--- src/rtl/vcore_pkg.sv ---
package vcore_pkg;

    typedef enum logic {
        REG_LIN  = 1'b0,
        REG_BUCK = 1'b1
    } reg_sel_e;

    // RNG_LO is the low-power range (range 2), RNG_HI the performance range (range 1)
    typedef enum logic {
        RNG_LO = 1'b0,
        RNG_HI = 1'b1
    } rng_e;

    typedef enum logic [1:0] {
        LPX_STOP0    = 2'd0,
        LPX_STOP1    = 2'd1,
        LPX_STBY_RET = 2'd2,
        LPX_STBY     = 2'd3
    } lpx_e;

    typedef enum logic [1:0] {
        SQ_IDLE,
        SQ_REG_WAIT,
        SQ_RNG_WAIT,
        SQ_RNG_APPLY
    } sq_e;

    typedef struct packed {
        reg_sel_e regsel;
        rng_e     rng;
    } supply_t;

    localparam supply_t SUPPLY_RESET = '{regsel: REG_LIN, rng: RNG_LO};

    // every exit except the shallowest stop drops back to the low-power range
    function automatic logic lpx_forces_lo(lpx_e k);
        return k != LPX_STOP0;
    endfunction

    function automatic supply_t lpx_restore(supply_t cur, lpx_e k);
        supply_t r;
        r = cur;
        if (lpx_forces_lo(k)) r.rng = RNG_LO;
        if (k == LPX_STBY) r.regsel = REG_LIN;
        return r;
    endfunction

endpackage

--- src/rtl/vcore_tgt_latch.sv ---
module vcore_tgt_latch
    import vcore_pkg::*;
(
    input  logic    clk,
    input  logic    rst,
    input  logic    req_wr,
    input  supply_t req_val,
    input  logic    lp_exit,
    input  lpx_e    lp_kind,
    input  logic    drop_reg,
    input  logic    drop_rng,
    input  supply_t applied,
    output supply_t tgt
);

    // software write wins over exit forcing, which wins over a timeout drop
    always_ff @(posedge clk) begin
        if (rst) begin
            tgt <= SUPPLY_RESET;
        end else if (req_wr) begin
            tgt <= req_val;
        end else if (lp_exit) begin
            if (lpx_forces_lo(lp_kind)) tgt.rng <= RNG_LO;
        end else begin
            if (drop_reg) tgt.regsel <= applied.regsel;
            if (drop_rng) tgt.rng    <= applied.rng;
        end
    end

endmodule

--- src/rtl/vcore_ack_wdog.sv ---
module vcore_ack_wdog #(
    parameter int unsigned LIMIT = 16
) (
    input  logic clk,
    input  logic rst,
    input  logic run,
    output logic expired
);

    localparam int unsigned CW = $clog2(LIMIT + 1);
    localparam logic [CW-1:0] LAST = CW'(LIMIT - 1);

    logic [CW-1:0] cnt;

    always_ff @(posedge clk) begin
        if (rst || !run) begin
            cnt <= '0;
        end else if (cnt != LAST) begin
            cnt <= cnt + 1'b1;
        end
    end

    assign expired = run && (cnt == LAST);

endmodule

--- src/rtl/vcore_seq.sv ---
module vcore_seq
    import vcore_pkg::*;
#(
    parameter int unsigned ACK_LIMIT = 16
) (
    input  logic       clk,
    input  logic       rst,
    input  logic       req_wr_i,
    input  logic       req_reg_i,
    input  logic       req_rng_i,
    input  logic       fpwm_en_i,
    input  logic       radio_active_i,
    input  logic       lp_exit_i,
    input  logic [1:0] lp_kind_i,
    input  logic       reg_ack_i,
    input  logic       rng_ack_i,
    output logic       cmd_reg_o,
    output logic       cmd_rng_o,
    output logic       app_reg_o,
    output logic       app_rng_o,
    output logic       rdy_req_o,
    output logic       rdy_act_o,
    output logic       busy_o,
    output logic       fpwm_o,
    output logic       tmo_o
);

    sq_e     st;
    supply_t app;
    supply_t cmd;
    supply_t tgt;
    supply_t lp_next;
    supply_t req_val;
    lpx_e    lp_kind;
    logic    rdy_req;
    logic    rdy_act;
    logic    tmo;
    logic    run;
    logic    expired;
    logic    drop_reg;
    logic    drop_rng;

    assign req_val  = '{regsel: reg_sel_e'(req_reg_i), rng: rng_e'(req_rng_i)};
    assign lp_kind  = lpx_e'(lp_kind_i);
    assign lp_next  = lpx_restore(app, lp_kind);
    assign run      = (st == SQ_REG_WAIT) || (st == SQ_RNG_WAIT);
    assign drop_reg = !lp_exit_i && (st == SQ_REG_WAIT) && !reg_ack_i && expired;
    assign drop_rng = !lp_exit_i && (st == SQ_RNG_WAIT) && !rng_ack_i && expired;

    vcore_tgt_latch u_tgt (
        .clk      (clk),
        .rst      (rst),
        .req_wr   (req_wr_i),
        .req_val  (req_val),
        .lp_exit  (lp_exit_i),
        .lp_kind  (lp_kind),
        .drop_reg (drop_reg),
        .drop_rng (drop_rng),
        .applied  (app),
        .tgt      (tgt)
    );

    vcore_ack_wdog #(.LIMIT(ACK_LIMIT)) u_wdog (
        .clk     (clk),
        .rst     (rst),
        .run     (run),
        .expired (expired)
    );

    always_ff @(posedge clk) begin
        if (rst) begin
            st      <= SQ_IDLE;
            app     <= SUPPLY_RESET;
            cmd     <= SUPPLY_RESET;
            rdy_req <= 1'b1;
            rdy_act <= 1'b1;
            tmo     <= 1'b0;
        end else if (lp_exit_i) begin
            // exit from low power overrides and abandons any handshake
            st      <= SQ_IDLE;
            app     <= lp_next;
            cmd     <= lp_next;
            rdy_req <= 1'b1;
            rdy_act <= 1'b1;
        end else begin
            if (drop_reg || drop_rng) tmo <= 1'b1;
            case (st)
                SQ_IDLE: begin
                    if (!radio_active_i) begin
                        if (tgt.regsel != app.regsel) begin
                            cmd.regsel <= tgt.regsel;
                            st         <= SQ_REG_WAIT;
                        end else if (tgt.rng != app.rng) begin
                            cmd.rng <= tgt.rng;
                            rdy_req <= 1'b0;
                            rdy_act <= 1'b0;
                            st      <= SQ_RNG_WAIT;
                        end
                    end
                end
                SQ_REG_WAIT: begin
                    if (reg_ack_i) begin
                        app.regsel <= cmd.regsel;
                        st         <= SQ_IDLE;
                    end else if (drop_reg) begin
                        cmd.regsel <= app.regsel;
                        st         <= SQ_IDLE;
                    end
                end
                SQ_RNG_WAIT: begin
                    if (rng_ack_i) begin
                        rdy_req <= 1'b1;
                        st      <= SQ_RNG_APPLY;
                    end else if (drop_rng) begin
                        cmd.rng <= app.rng;
                        rdy_req <= 1'b1;
                        rdy_act <= 1'b1;
                        st      <= SQ_IDLE;
                    end
                end
                SQ_RNG_APPLY: begin
                    app.rng <= cmd.rng;
                    rdy_act <= 1'b1;
                    st      <= SQ_IDLE;
                end
                default: st <= SQ_IDLE;
            endcase
        end
    end

    assign cmd_reg_o = cmd.regsel;
    assign cmd_rng_o = cmd.rng;
    assign app_reg_o = app.regsel;
    assign app_rng_o = app.rng;
    assign rdy_req_o = rdy_req;
    assign rdy_act_o = rdy_act;
    assign busy_o    = (st != SQ_IDLE);
    assign tmo_o     = tmo;
    assign fpwm_o    = fpwm_en_i && (app.rng == RNG_HI) && (app.regsel == REG_BUCK);

    AST_EQ_NO_SEQ: assert property (@(posedge clk) disable iff (rst)
        (st == SQ_IDLE && tgt == app && !lp_exit_i) |=> (st == SQ_IDLE)) else $error("request equal to applied started a sequence");

    AST_RANGE_TWO_STEP: assert property (@(posedge clk) disable iff (rst)
        (!$past(lp_exit_i) && app.rng != $past(app.rng)) |-> (rdy_act && $past(rdy_req) && !$past(rdy_act))) else $error("applied range moved without two-step ready");

    AST_RADIO_HOLD: assert property (@(posedge clk) disable iff (rst)
        (st == SQ_IDLE && radio_active_i && !lp_exit_i) |=> (st == SQ_IDLE)) else $error("sequence started while radio active");

    AST_REG_AFTER_ACK: assert property (@(posedge clk) disable iff (rst)
        (!$past(lp_exit_i) && app.regsel != $past(app.regsel)) |-> $past(reg_ack_i)) else $error("regulator status changed without acknowledge");

    AST_STOP0_KEEP: assert property (@(posedge clk) disable iff (rst)
        (lp_exit_i && lp_kind == LPX_STOP0) |=> (app == $past(app))) else $error("shallow stop exit changed supply");

    AST_STBY_LIN: assert property (@(posedge clk) disable iff (rst)
        (lp_exit_i && lp_kind == LPX_STBY) |=> (app.regsel == REG_LIN && app.rng == RNG_LO)) else $error("standby exit not on linear regulator in range 2");

    AST_TMO_STICKY: assert property (@(posedge clk) disable iff (rst)
        tmo |=> tmo) else $error("timeout flag cleared");

endmodule

--- config.mk ---
export PLATFORM = sky130hd
export DESIGN_NAME = vcore_seq
export DESIGN_NICKNAME = d
export VERILOG_FILES = /design/src/rtl/vcore_pkg.sv /design/src/rtl/vcore_tgt_latch.sv /design/src/rtl/vcore_ack_wdog.sv /design/src/rtl/vcore_seq.sv
export SDC_FILE = /design/constraint.sdc
export NUM_CORES = 1
export LEC_CHECK = 0
export ABC_AREA = 1
export BUFFER_PORTS_ARGS = -buffer_cell sky130_fd_sc_hd__buf_2
export CORE_MARGIN = 8
export CORE_UTILIZATION = 45
export CTS_CLUSTER_SIZE = 10
export DETAILED_ROUTE_END_ITERATION = 8
export PLACE_DENSITY_LB_ADDON = 0.12
export SLEW_MARGIN = 10
export SYNTH_ARGS = -nofsm -noshare
export SYNTH_HDL_FRONTEND = slang
export SYNTH_SLANG_ARGS = --single-unit
--- constraint.sdc ---
create_clock -name clk -period 4.9 [get_ports clk]
set_input_delay 0.49 -clock clk [delete_from_list [all_inputs] [get_ports clk]]
set_output_delay 0.49 -clock clk [all_outputs]
set_load 0.01 [all_outputs]
Word-level counts from Yosys, hierarchy flattened:

Index checks and enable logic that the tools add are counted.

* register bits: 16
* bits in latches: 0
* RAM bits: 0
* memory bits (read-only): 0
* input port bits: 12
* logic and storage cells: 114
* memories: 0

* $add $sub $neg: 1
* multiply operators: 0
* divide/modulo/power cells: 0
* magnitude comparators: 0
* equal/unequal tests: 26
* shifts and indexed selects: 0
* mux-type cells: 37
* bitwise operators: 1
* reductions and logical operators: 38

Operators with widths (number)
* $ne A3 B3 Y1 const B: 11
* $mux W2: 11
* $mux W1: 21
* $reduce_bool A2 Y1: 7
* $ne A2 B2 Y1 const B: 6
* $reduce_and A6 Y1: 2
* $reduce_bool A3 Y1: 4
* $reduce_and A5 Y1: 2
* $logic_and A1 B1 Y1: 9
* $pmux W2 S4: 1
* $reduce_and A2 Y1: 4
* $eq A2 B2 Y1 const B: 3
* $pmux W1 S2: 3
* $add A5 B1 Y5 const B: 1
* $eq A5 B4 Y1 const B: 1
* $ne A5 B4 Y1 const B: 1
* $logic_not A1 Y1: 4
* $reduce_and A4 Y1: 1
* $logic_or A1 B1 Y1: 3
* $ne A3 B2 Y1 const B: 1
* $pmux W1 S3: 1
* $eq A2 B1 Y1 const B: 1
* $logic_not A2 Y1: 1
* $ne A1 B1 Y1: 2
* 2 further kinds: 2

Logic depth before layout (Yosys ltp):

Gate-level depths: netlist of run 1.

* depth in word-level cells: 8
* depth in mapped cells: 13

Modules after synthesis:

Synthesis of run 1 repeated with hierarchy kept, for this count alone.

* cells, all modules: 176
* area total of the unflattened synthesis: 1091.0 um2

By module, submodules not included
* vcore_seq: times used 1, cells each 123, area an instance 723.2 um2
* vcore_ack_wdog: times used 1, cells each 34, area an instance 249.0 um2
* vcore_tgt_latch: times used 1, cells each 19, area an instance 118.9 um2

Least setup slack after synthesis of run 1:

Ideal clock, no wire load.

* path type: register to register
* start point: register u_wdog.cnt[0]
* end point: register cmd (netlist bit cmd_rng_o)
* setup time: 0.109 ns
* arrival: 1.508 ns
* required time: 4.791 ns
* slack: 3.283 ns
* stages on the path, launching flop included: 14
* path buffers: 0
* period minus slack after synthesis: 1.617 ns
* cells stage by stage: dfxtp_1 > ha_1 > inv_1 > nor3_1 > ha_1 > nand2_2 > nor2_2 > nand2_2 > nand2_2 > nand3_1 > nand2_1 > nand3_1 > nand2_1 > inv_1

* longest elaborated chain between the ends: 5

Ends and longest elaborated chain
* from (decl): RTL line vcore_ack_wdog.sv:13 `logic [CW-1:0] cnt;`
* from (signal assigned): RTL line vcore_ack_wdog.sv:19 `cnt <= cnt + 1'b1;`
* $eq A5 B4 Y1: RTL line vcore_ack_wdog.sv:23 `assign expired = run && (cnt == LAST);`
* $logic_and A1 B1 Y1: RTL line vcore_ack_wdog.sv:23
* $logic_and A1 B1 Y1: RTL line vcore_seq.sv:48 `assign drop_rng = !lp_exit_i && (st == SQ_RNG_WAIT) && !rng_ack_i && expired;`
* $ne A3 B3 Y1 (no line)
* $reduce_and A6 Y1 (no line)
* to (signal assigned): RTL line vcore_seq.sv:82 `cmd <= lp_next;`
* to (decl): RTL line vcore_seq.sv:30 `supply_t cmd;`

Every way passes these cells.
A chain may end at the register's enable or synchronous reset.

Worst setup path in the final report of run 1:

* start point: register st[0]
* end point: output busy_o

* longest elaborated chain between the ends: 1

Ends and longest elaborated chain
* from (decl): RTL line vcore_seq.sv:28 `sq_e st;`
* from (signal assigned): RTL line vcore_seq.sv:72 `st <= SQ_IDLE;`
* from (signal assigned): RTL line vcore_seq.sv:80 `st <= SQ_IDLE;`
* from (signal assigned): RTL line vcore_seq.sv:92 `st <= SQ_REG_WAIT;`
* $reduce_bool A2 Y1: RTL line vcore_seq.sv:137 `assign busy_o = (st != SQ_IDLE);`
* to (decl): RTL line vcore_seq.sv:23 `output logic busy_o,`

Every way passes these cells.

==> results of run 1 <==
[path summary, 6_finish.rpt]
kind / startpoint / endpoint / slack (ns) / depth (start not counted)
setup / recovery: st[0] / busy_o / 2.99 / 4
setup reg to reg: u_wdog.cnt[0] / cmd_rng_o / 3.05 / 13
hold reg to reg: rdy_req_o / rdy_req_o / 0.48 / 2
hold / removal: rst / u_tgt.tgt[1] / 0.43 / 2
[area by class of cell]
| type | count | area (sq um) |
|---|---|---|
| Multi-Input combinational cell | 113 | 598 |
| Tap cell | 28 | 35.0 |
| Inverter | 26 | 100 |
| Timing Repair Buffer | 20 | 100 |
| Clock buffer | 4 | 36.3 |
| Fill cell | 212 | 1000 |
| Sequential cell | 16 | 320 |
[through the flow]
step / instance area [sq um] / instances / hold WS (ns) / total power (uW)
2_1_floorplan: 1030 / 156 / 0.463 / 187
6_report: 1190 / 207 / 0.426 / 290
3_3_place_gp: 1150 / 203 / 0.460 / 205
5_1_grt: 1190 / 207 / 0.418 / 310
4_1_cts: 1190 / 207 / 0.408 / 298
3_5_place_dp: 1150 / 203 / 0.465 / 206
[registers in the layout, summed over array words and instances, names as in the netlist]
| signal | count |
|---|---|
| rdy_req_o | 1 |
| app_rng_o | 1 |
| rdy_act_o | 1 |
| cmd_rng_o | 1 |
| st | 2 |
| cmd_reg_o | 1 |
| u_wdog.cnt | 5 |
| tmo_o | 1 |
| u_tgt.tgt | 2 |
| app_reg_o | 1 |
[per-layer routing]
| layer | vias to the layer above | wire length, um | track usage (%) |
|---|---|---|---|
| met2 | 24 | 1060 | 19.4 |
| met3 | 7 | 117 | 3.14 |
| li1 | 553 | - | - |
| met5 | - | 0 | 0 |
| met4 | 0 | 48 | 5.57 |
| met1 | 443 | 1180 | 15.0 |
[layout by cell type, fill, tap and decap left out]
cell / n
a211oi_1: 1
a21oi_1: 9
a221oi_1: 1
a31oi_1: 2
buf_2: 20
clkbuf_4: 3
clkbuf_8: 1
clkinv_1: 1
dfxtp_1: 16
ha_1: 8
inv_1: 24
inv_4: 1
nand2_1: 36
nand2_2: 3
nand3_1: 8
nand3_2: 1
nand3b_1: 2
nand4_1: 2
nor2_1: 20
nor2_2: 2
nor3_1: 6
o211ai_1: 3
o21ai_0: 6
o21ai_1: 1
o311ai_0: 1
xor2_1: 1
[report_power, final]
part,switching [uW],leakage [uW],internal (uW)
clock,42.4,0.0000210,45.2
sequential,5.16,0.000130,135
combinational,39.1,0.000405,23.2
[logic make-up (layout without fill, tap and decap cells)]
family / Yosys count / count (layout) / share of synthesized area [%]
AO/OA/AOI/OAI: 24 / 24 / 13.6
XOR/XNOR: 1 / 1 / 0.851
adder cells (fa/ha/maj): 8 / 8 / 9.72
buffers and inverters: 27 / 50 / 10.8
flip-flops: 16 / 16 / 31.1
AND/OR/NAND/NOR: 80 / 80 / 33.9
[worst reg2reg max path, cell delays in order, from the launching register on]
cell     delay [ns]
dfxtp_1        0.37
ha_1           0.19
inv_1          0.06
nor3_1         0.15
ha_1           0.30
nand2_2        0.09
nor2_2         0.12
nand2_2        0.10
nand2_2        0.09
nand3_1        0.07
nand2_1        0.06
nand3_1        0.06
nand2_1        0.06
inv_1          0.04
==> metrics.md, run 1 <==
| Metric | Value |
|---|---|
| Minimum setup slack after placement | between 3 and 4 ns |
| Outcome | finished clean |
| Number of buffers inserted by post-CTS setup repair | 0 |
| Number of buffers on the longest clock path | 2 |
| Number of gates resized after cts | 0 |
| Antenna diodes | 0 |
| Clock sink count | 16 |
| Arrival time at the worst endpoint | 1.42 ns |
| Number of clock buffers inserted by TritonCTS | 3 |
| Number of remaining DRC errors | 0 |
| Power density cells | around 240 nW/um^2 |
| Type of the worst setup path | reg -> out |
| Post-synthesis net count | between 150 and 200 |
| Maximum capacitance violations | 0 |
| IO Pins | 21 |
| Slowest-stage cell, CP | dfxtp_1 |
| Post-synthesis sequential element count | 16 |
| Hold violation total from the final report | 0 |
| Detailed-routing iteration count for the pre-antenna-repair pass | 4 |
| Series of cell instances along the critical path | inv_1, ha_1, inv_1, buf_2 |
| List of most frequent post-synthesis cells | 36 x nand2_1, 24 x inv_1, 20 x nor2_1 |
| Placement Rows | 17 |
| Final worst path period need | 1.91 ns |
| Proportion of layout cells with a drive suffix above 1 | between 10% and 20% |
| Via density per instance | 4.96 |
| Number of global-route vias before repair | between 900 and 1000 |
| Data required time at the worst endpoint | roughly 4.4 ns |
| Wire per inst | between 10 and 15 um |
| Antenna Nets Post-Route | 0 |
| Share of flip-flops with an asynchronous set or reset after synthesis | 0% |
| Width of the chip | between 60 and 70 um |
| Family with the most delay on the worst path | flip-flops |
| Classification of the worst-slack hold path | in -> reg |
| Maximum number of pins on one net before global-route repair | 11 |
| Slew Viols, Final | 0 |
| Category of the worst setup path capture point | output port |
| Max transition margin | 79.9% |
| Global placement routability congestion | roughly 0.86 |
| Vert. Die Dim | roughly 64 um |
| Crit path largest cell delay | between 0.4 and 0.5 ns |
| EDFF count, synth | 0 |
| Cell taking the most area after synthesis | dfxtp_1 |
| Max IR drop VDD | 0.000153 V |
| Static Leak | between 0.0005 and 0.0006 uW |
| Worst Setup Start Kind | register |
| Detailed router's first-iteration violation count | 39 |
| Yosys warns | 0 |
| Detailed Place HPWL | 1.97 mm |
| End-of-flow core utilization | 54.3% |
| Final setup violating endpoints | 0 |
| Pin slew with the least headroom to its limit | roughly 0.30 ns |
| Cell at the root of the clock tree | clkbuf_4 |
| Worst path buffer plus inverter count | 3 |
| Maximum clock rate | ~520 MHz |
| Worst-path fanout max | 5 |
| Total overflow reported by the global router | 0 |
| Post-Syn Area | between 1000 and 1500 sq um |
| Global Route Usage Sum | about an eighth |
| TritonCTS clock tree | built |
| Number of nets at the end of the flow | 200 |
| Starting utilization of the core area | between 40% and 50% |
| Post-route fraction of the period consumed by the critical path | roughly two fifths |
| Seq/Total Area, Yosys | a little under a third |
| Final WL | between 2 and 2.5 mm |
| Total number of vias | between 1000 and 1500 |
| Cells after Synth | ~160 |
| Most prevalent standard cell on the critical path | inv_1 |
| Die Outline Area | just over 4000 sq um |
| Number of H-tree levels | 1 |
| Prevailing post-synth register cell | dfxtp_1 |
| Clock Skew | between 0.007 and 0.008 ns |
| Worst setup slack after layout | ~3.0 ns |
| Syn_area_per_cell | roughly 6.6 sq um |
| Total Negative Setup Slacks | 0 ns |
| Synth-to-Final Area Change | 15.6% |
| Cell with the most instances after synthesis | nand2_1 |
| Standard cell core area | about 2200 sq um |
| Port-buffer cells | 20 |
| Number of antenna violations at the first check in global routing | 0 |
| Largest cells by area after synthesis | dfxtp_1 31%, nand2_1 13%, ha_1 9.7% |
| Number of distinct standard cells referenced by the synthesized netlist | 24 |
| Setup repair after global routing missed its margin | no |
| Clock latency on the worst-skew pair | just under 0.3 ns |
| Share of Yosys cell area claimed by the top area cell type | 31.1% |
| Number of buffers inserted for hold repair after clock tree synthesis | 0 |
| CTS clk-pin slew, worst paths | about 0.10 ns |
| First-pass GRT wire length | between 4 and 5 mm |
(Power assumes the default switching activity.)
==> inputs of run 2 (changes only) <==
==> constraint.sdc (replaced) <==
create_clock -name clk -period 1.8 [get_ports clk]
set_input_delay 0.18 -clock clk [delete_from_list [all_inputs] [get_ports clk]]
set_output_delay 0.18 -clock clk [all_outputs]
set_load 0.01 [all_outputs]
==> metrics.md, run 2 (synthesis gave the netlist of run 1 again) <==
| Metric | Value |
|---|---|
| Post-route fraction of the period consumed by the critical path | between 90 and 100% |
| Number of H-tree levels | 1 |
| Number of antenna violations at the first check in global routing | 0 |
| Detailed-routing iteration count for the pre-antenna-repair pass | 4 |
| Clock latency on the worst-skew pair | 0.30 ns |
| Total overflow reported by the global router | 0 |
| Proportion of layout cells with a drive suffix above 1 | 21.3% |
| Type of the worst setup path | reg -> reg |
| Clock Skew | approximately 0.013 ns |
| Number of remaining DRC errors | 0 |
| Commonest non-fill, non-tap cell in the layout | nand2_1 |
| Slew Viols, Final | 0 |
| Slowest-stage cell, CP | dfxtp_1 |
| Total number of vias | 1052 |
| Launch point of the worst path | u_wdog.cnt[1] |
| Maximum number of pins on one net before global-route repair | 11 |
| Worst path buffer plus inverter count | 1 |
| Vert. Die Dim | 63.8 um |
| Worst-case hold slack | 0.0979 ns |
| Cell at the root of the clock tree | clkbuf_4 |
| Final setup violating endpoints | 0 |
| Max IR drop VDD | between 0.0003 and 0.0004 V |
| Antenna diodes | 0 |
| TritonCTS clock tree | built |
| Maximum clock rate | approximately 600 MHz |
| Filler instances | about 240 |
| Number of global-route vias before repair | slightly above 1000 |
| Outcome | finished clean |
| Width of the chip | roughly 64 um |
| Number of flip-flops under the largest register name | 5 |
| Hold violation total from the final report | 0 |
| Synth-to-Final Area Change | 19.6% |
| Total Negative Setup Slacks | 0 ns |
| Global Route Usage Sum | 12.7% |
| Port-buffer cells | 20 |
| Number of clock buffers inserted by TritonCTS | 3 |
| Category of the worst setup path capture point | register |
| Worst hold path startpoint | rst |
| Worst Setup Start Kind | register |
| Arrival time at the worst endpoint | 1.82 ns |
| Clock sink count | 16 |
| Final WL | 2.51 mm |
| Power density cells | approximately 650 nW/um^2 |
| Detailed Place HPWL | 2.01 mm |
| Family with the most delay on the worst path | simple AND/OR/NAND/NOR gates |
| Most prevalent standard cell on the critical path | nand2_2 |
| Data required time at the worst endpoint | 1.96 ns |
| Worst-path fanout max | 3 |
| Crit path largest cell delay | approximately 0.36 ns |
| Antenna Nets Post-Route | 0 |
| Startpoint of the most critical register-to-register path | u_wdog.cnt[1] |
| Maximum capacitance violations | 0 |
| First-pass GRT wire length | 4.36 mm |
| Detailed router's first-iteration violation count | 29 |
| Via density per instance | roughly 5 |
| Series of cell instances along the critical path | ha_1, inv_1, nor3_2, ha_2, nand2_2, nor2_2, nand2_2, nand2_2, nand3_1, nand2_1, o211ai_1 |
| Pin slew with the least headroom to its limit | between 0.2 and 0.3 ns |
| Placement Rows | 17 |
| Standard cell core area | around 2200 sq um |
| CTS clk-pin slew, worst paths | roughly 0.1 ns |
| Number of buffers on the longest clock path | 2 |
| Static Leak | 0.000576 uW |
| Wire per inst | approximately 12 um |
| Final worst path period need | between 1.5 and 2 ns |
| Max transition margin | 80.3% |
| Largest register by flop count | u_wdog.cnt |
| Leading registers by flop count | u_wdog.cnt x5, st x2, u_tgt.tgt x2 |
| Die Outline Area | roughly 4100 sq um |
| Number of nets at the end of the flow | approximately 200 |
| IO Pins | 21 |
| Global placement routability congestion | 0.874 |
| Starting utilization of the core area | 47.0% |
| Classification of the worst-slack hold path | in -> reg |
| Most used cells in the layout excluding fill and tap cells | 36 x nand2_1, 24 x inv_1, 20 x buf_2 |
| Setup repair after global routing missed its margin | no |
run 2: changes by cell type in the layout (fill, tap and decap cells not counted), sizes merged:
cell	change
buf	+4
run 2: what timing repair did:
item,in CTS,in global routing
hold buffers,0,0
gates resized for setup,0,4
setup buffers,0,1
setup endpoints to repair,0,5
hold endpoints to repair,0,0
run 2: through the flow:
| stage | power, uW | instances | utilization (%) | area (sq um) | setup WS, ns |
|---|---|---|---|---|---|
| 6_report | 805 | 211 | 56.2 | 1230 | 0.137 |
| 2_1_floorplan | 510 | 156 | - | 1030 | 0.183 |
| 4_1_cts | 814 | 210 | 55.3 | 1210 | 0.0562 |
| 5_1_grt | 856 | 211 | 56.2 | 1230 | 0.00778 |
| 3_5_place_dp | 566 | 206 | 53.7 | 1180 | 0.0728 |
| 3_3_place_gp | 563 | 206 | 53.7 | 1180 | 0.120 |
run 2: area by class of cell:
type	count	area (sq um)	area share, %
clock buffer	4	36.3	2.95
inverter	26	100	8.13
multi-input combinational	113	608	49.4
sequential	16	322	26.1
tap	28	35.0	2.85
timing repair buffer	24	130	10.6
run 2: worst paths after layout:
check	end	slack [ns]	cells after the start
worst max-delay path	rdy_act_o	0.14	11
worst min-delay path	u_tgt.tgt[1]	0.1	2
worst max register to register	rdy_act_o	0.14	11
worst min register to register	rdy_req_o	0.49	2
run 2: power breakdown:
group          internal [uW]  switching [uW]  total, uW
logic                   67.4             115        182
registers                368            10.6        379
clock network            123             121        244
total                    559             246        805
run 2: metal layers:
metal / global-route usage, % / up-vias / wire (um)
li1: - / 561 / -
met1: 16.1 / 463 / 1250
met2: 19.4 / 23 / 1100
met3: 2.96 / 5 / 120
met4: 6.69 / 0 / 51
met5: 0 / - / 0
==> inputs of run 3 (changes only) <==
--- a/config.mk
+++ b/config.mk
@@ -5,11 +5,10 @@
 export SDC_FILE = /design/constraint.sdc
 export NUM_CORES = 1
 export LEC_CHECK = 0
-export ABC_AREA = 1
 export BUFFER_PORTS_ARGS = -buffer_cell sky130_fd_sc_hd__buf_2
 export CORE_MARGIN = 8
 export CORE_UTILIZATION = 45
-export CTS_CLUSTER_SIZE = 10
+export CTS_CLUSTER_SIZE = 24
 export DETAILED_ROUTE_END_ITERATION = 8
 export PLACE_DENSITY_LB_ADDON = 0.12
 export SLEW_MARGIN = 10
==> metrics.md, run 3 <==
| Metric | Value |
|---|---|
| Most used cells in the layout excluding fill and tap cells | 20 x buf_2, 14 x dfxtp_1, 11 x nor2_1 |
| Setup repair after global routing missed its margin | yes |
| Area taken by flip-flops and latches | 328 sq um |
| Antenna diodes | 0 |
| Cell with the most instances after synthesis | dfxtp_1 |
| Number of cells on the worst reg-to-reg path | 7 |
| Most prevalent standard cell on the critical path | ha_4 |
| Commonest non-fill, non-tap cell in the layout | buf_2 |
| Max IR drop VDD | 0.000475 V |
| Post-synthesis net count | 145 |
| Post-Syn Area | between 1000 and 1500 sq um |
| Number of buffers on the longest clock path | 2 |
| Die Outline Area | just over 4000 sq um |
| Multi-input gate area in the final layout | 722 sq um |
| Register-to-Register Setup Slack | roughly 0.021 ns |
| Category of the worst setup path capture point | register |
| Cells after Synth | about 130 |
| Worst path buffer plus inverter count | 0 |
| Number of remaining DRC errors | 0 |
| TritonCTS clock tree | built |
| Placement Rows | 17 |
| Filler instances | 203 |
| Slowest-stage cell, CP | dfxtp_4 |
| Maximum clock rate | roughly 560 MHz |
| Detailed Place HPWL | around 2 mm |
| Number of antenna violations at the first check in global routing | 0 |
| Post-route fraction of the period consumed by the critical path | 98.8% |
| Number of distinct standard cells referenced by the synthesized netlist | 41 |
| Total number of vias | approximately 950 |
| Max transition margin | roughly 76% |
| Final WL | between 2 and 2.5 mm |
| Starting utilization of the core area | between 40 and 50% |
| Worst-case hold slack | 0.164 ns |
| Largest cells by area after synthesis | dfxtp_1 30%, ha_1 9.5%, mux2i_1 5.7% |
| Largest register by flop count | u_wdog.cnt |
| Worst hold path startpoint | req_reg_i |
| Destination of the critical timing path | cmd_rng_o |
| Leading registers by flop count | u_wdog.cnt x5, st x2, u_tgt.tgt x2 |
| Clock latency on the worst-skew pair | slightly below 0.3 ns |
| Family with the most delay on the worst path | simple AND/OR/NAND/NOR gates |
| Syn_area_per_cell | 8.42 sq um |
| Standard cell core area | 2210 sq um |
| Type of the worst setup path | reg -> reg |
| Number of nets at the end of the flow | about 170 |
| Wire per inst | between 10 and 15 um |
| Total overflow reported by the global router | 0 |
| Number of buffers inserted for hold repair after clock tree synthesis | 0 |
| Vert. Die Dim | approximately 64 um |
| Share of Yosys cell area claimed by the top area cell type | 30.4% |
| Power density cells | around 570 nW/um^2 |
| Prevailing post-synth register cell | dfxtp_1 |
| Worst-path fanout max | 6 |
| Final worst path period need | around 1.8 ns |
| Number of H-tree levels | 1 |
| Static Leak | ~0.00052 uW |
| Width of the chip | ~64 um |
| Antenna Nets Post-Route | 0 |
| EDFF count, synth | 0 |
| Global placement routability congestion | 0.841 |
| Levels on crit path | 7 |
| Startpoint of the most critical register-to-register path | u_wdog.cnt[1] |
| Clock Skew | approximately 0.0077 ns |
| Pin slew with the least headroom to its limit | 0.354 ns |
| Maximum number of pins on one net before global-route repair | 16 |
| IO Pins | 21 |
| Hold violation total from the final report | 0 |
| Share of flip-flops with an asynchronous set or reset after synthesis | 0% |
| Global Route Usage Sum | around an eighth |
| Number of global-route vias before repair | about 900 |
| Number of clock buffers inserted by TritonCTS | 3 |
| Via density per instance | about 5.3 |
| Worst setup slack after layout | roughly 0.021 ns |
| CTS clk-pin slew, worst paths | 0.09 ns |
| Clock sink count | 16 |
| Detailed router's first-iteration violation count | between 50 and 60 |
| Minimum setup slack after placement | 0.000296 ns |
| Detailed-routing iteration count for the pre-antenna-repair pass | 4 |
| Seq/Total Area, Yosys | between 30% and 40% |
| Yosys warns | 0 |
| List of most frequent post-synthesis cells | 16 x dfxtp_1, 11 x nor2_1, 10 x nand2_1 |
| First-pass GRT wire length | between 4 and 5 mm |
| Final setup violating endpoints | 0 |
| Proportion of layout cells with a drive suffix above 1 | about 29% |
| Post-synthesis sequential element count | 16 |
| Maximum capacitance violations | 0 |
| Worst Setup Start Kind | register |
| Cell taking the most area after synthesis | dfxtp_1 |
| Slew Viols, Final | 0 |
| Classification of the worst-slack hold path | in -> reg |
| Series of cell instances along the critical path | ha_4, and3_4, ha_4, and3b_2, nand2_2, a211oi_2, mux2_4 |
| Arrival time at the worst endpoint | a little under 2 ns |
| Launch point of the worst path | u_wdog.cnt[1] |
| Number of flip-flops under the largest register name | 5 |
| Synth-to-Final Area Change | 22.9% |
| Cell at the root of the clock tree | clkbuf_4 |
| Data required time at the worst endpoint | ~2.0 ns |
| Crit path largest cell delay | about 0.37 ns |
| Port-buffer cells | 20 |
| Outcome | finished clean |
| Capture instance of the worst register-to-register path | cmd_rng_o |
## run 3: logic make-up after synthesis
kind of cell | share of synthesized area, %
DFF | 30.4
buffers and inverters | 5.23
AOI/OAI and AO/OA | 19.5
adders and majority gates | 9.51
muxes | 6.78
xor gates and xnor gates | 4.99
and+or+nand+nor | 23.5
## run 3: final cells by class
class,instances,share of cell area [%]
clock buffer,3,1.74
inverter,7,2.03
multi-input combinational,97,55.8
sequential,16,25.3
tap,28,2.71
timing repair buffer,28,12.4
## run 3: tightest hold or removal path, stage by stage
cell and delay (ns):
buf_2 0.09, nor2b_1 0.09, nor3_1 0.05
## run 3: worst min-delay path by stage
stage / endpoint / slack (ns) / depth (start not counted)
after floorplan: rdy_req_o / 0.33 / 2
after detailed placement: tmo_o / 0.44 / 2
after global routing: u_tgt.tgt[1] / 0.16 / 3
after global placement: tmo_o / 0.43 / 2
final: u_tgt.tgt[1] / 0.16 / 3
after CTS: u_tgt.tgt[1] / 0.16 / 3
## run 3: stage by stage
stage	util [%]	TNS, ns	std cells	total power [uW]	instance area [sq um]
global placement	56.4	0	175	552	1250
CTS	57.5	0	178	747	1270
global route	58.5	-0.0543	179	781	1290
finish	58.5	0	179	739	1290
floorplan	-	-0.0481	125	498	1090
detailed placement	56.4	0	175	556	1250
## run 3: repair_timing
item	in CTS	in global routing
pin swaps	0	2
buffers inserted	0	1
gates resized for setup	1	5
endpoints found under the setup margin	1	2
## run 3: metal layers
layer	routed length, um	track usage [%]	vias to the layer above
met5	0	0	-
met4	29	5.72	0
met3	107	4.70	2
met2	1130	19.3	15
met1	1210	15.3	436
li1	-	-	498
## run 3: power by group
| group | internal, uW | total [uW] | switching, uW |
|---|---|---|---|
| sequential | 365 | 374 | 9.92 |
| clock | 77.9 | 191 | 113 |
| combinational | 79.4 | 174 | 94.2 |
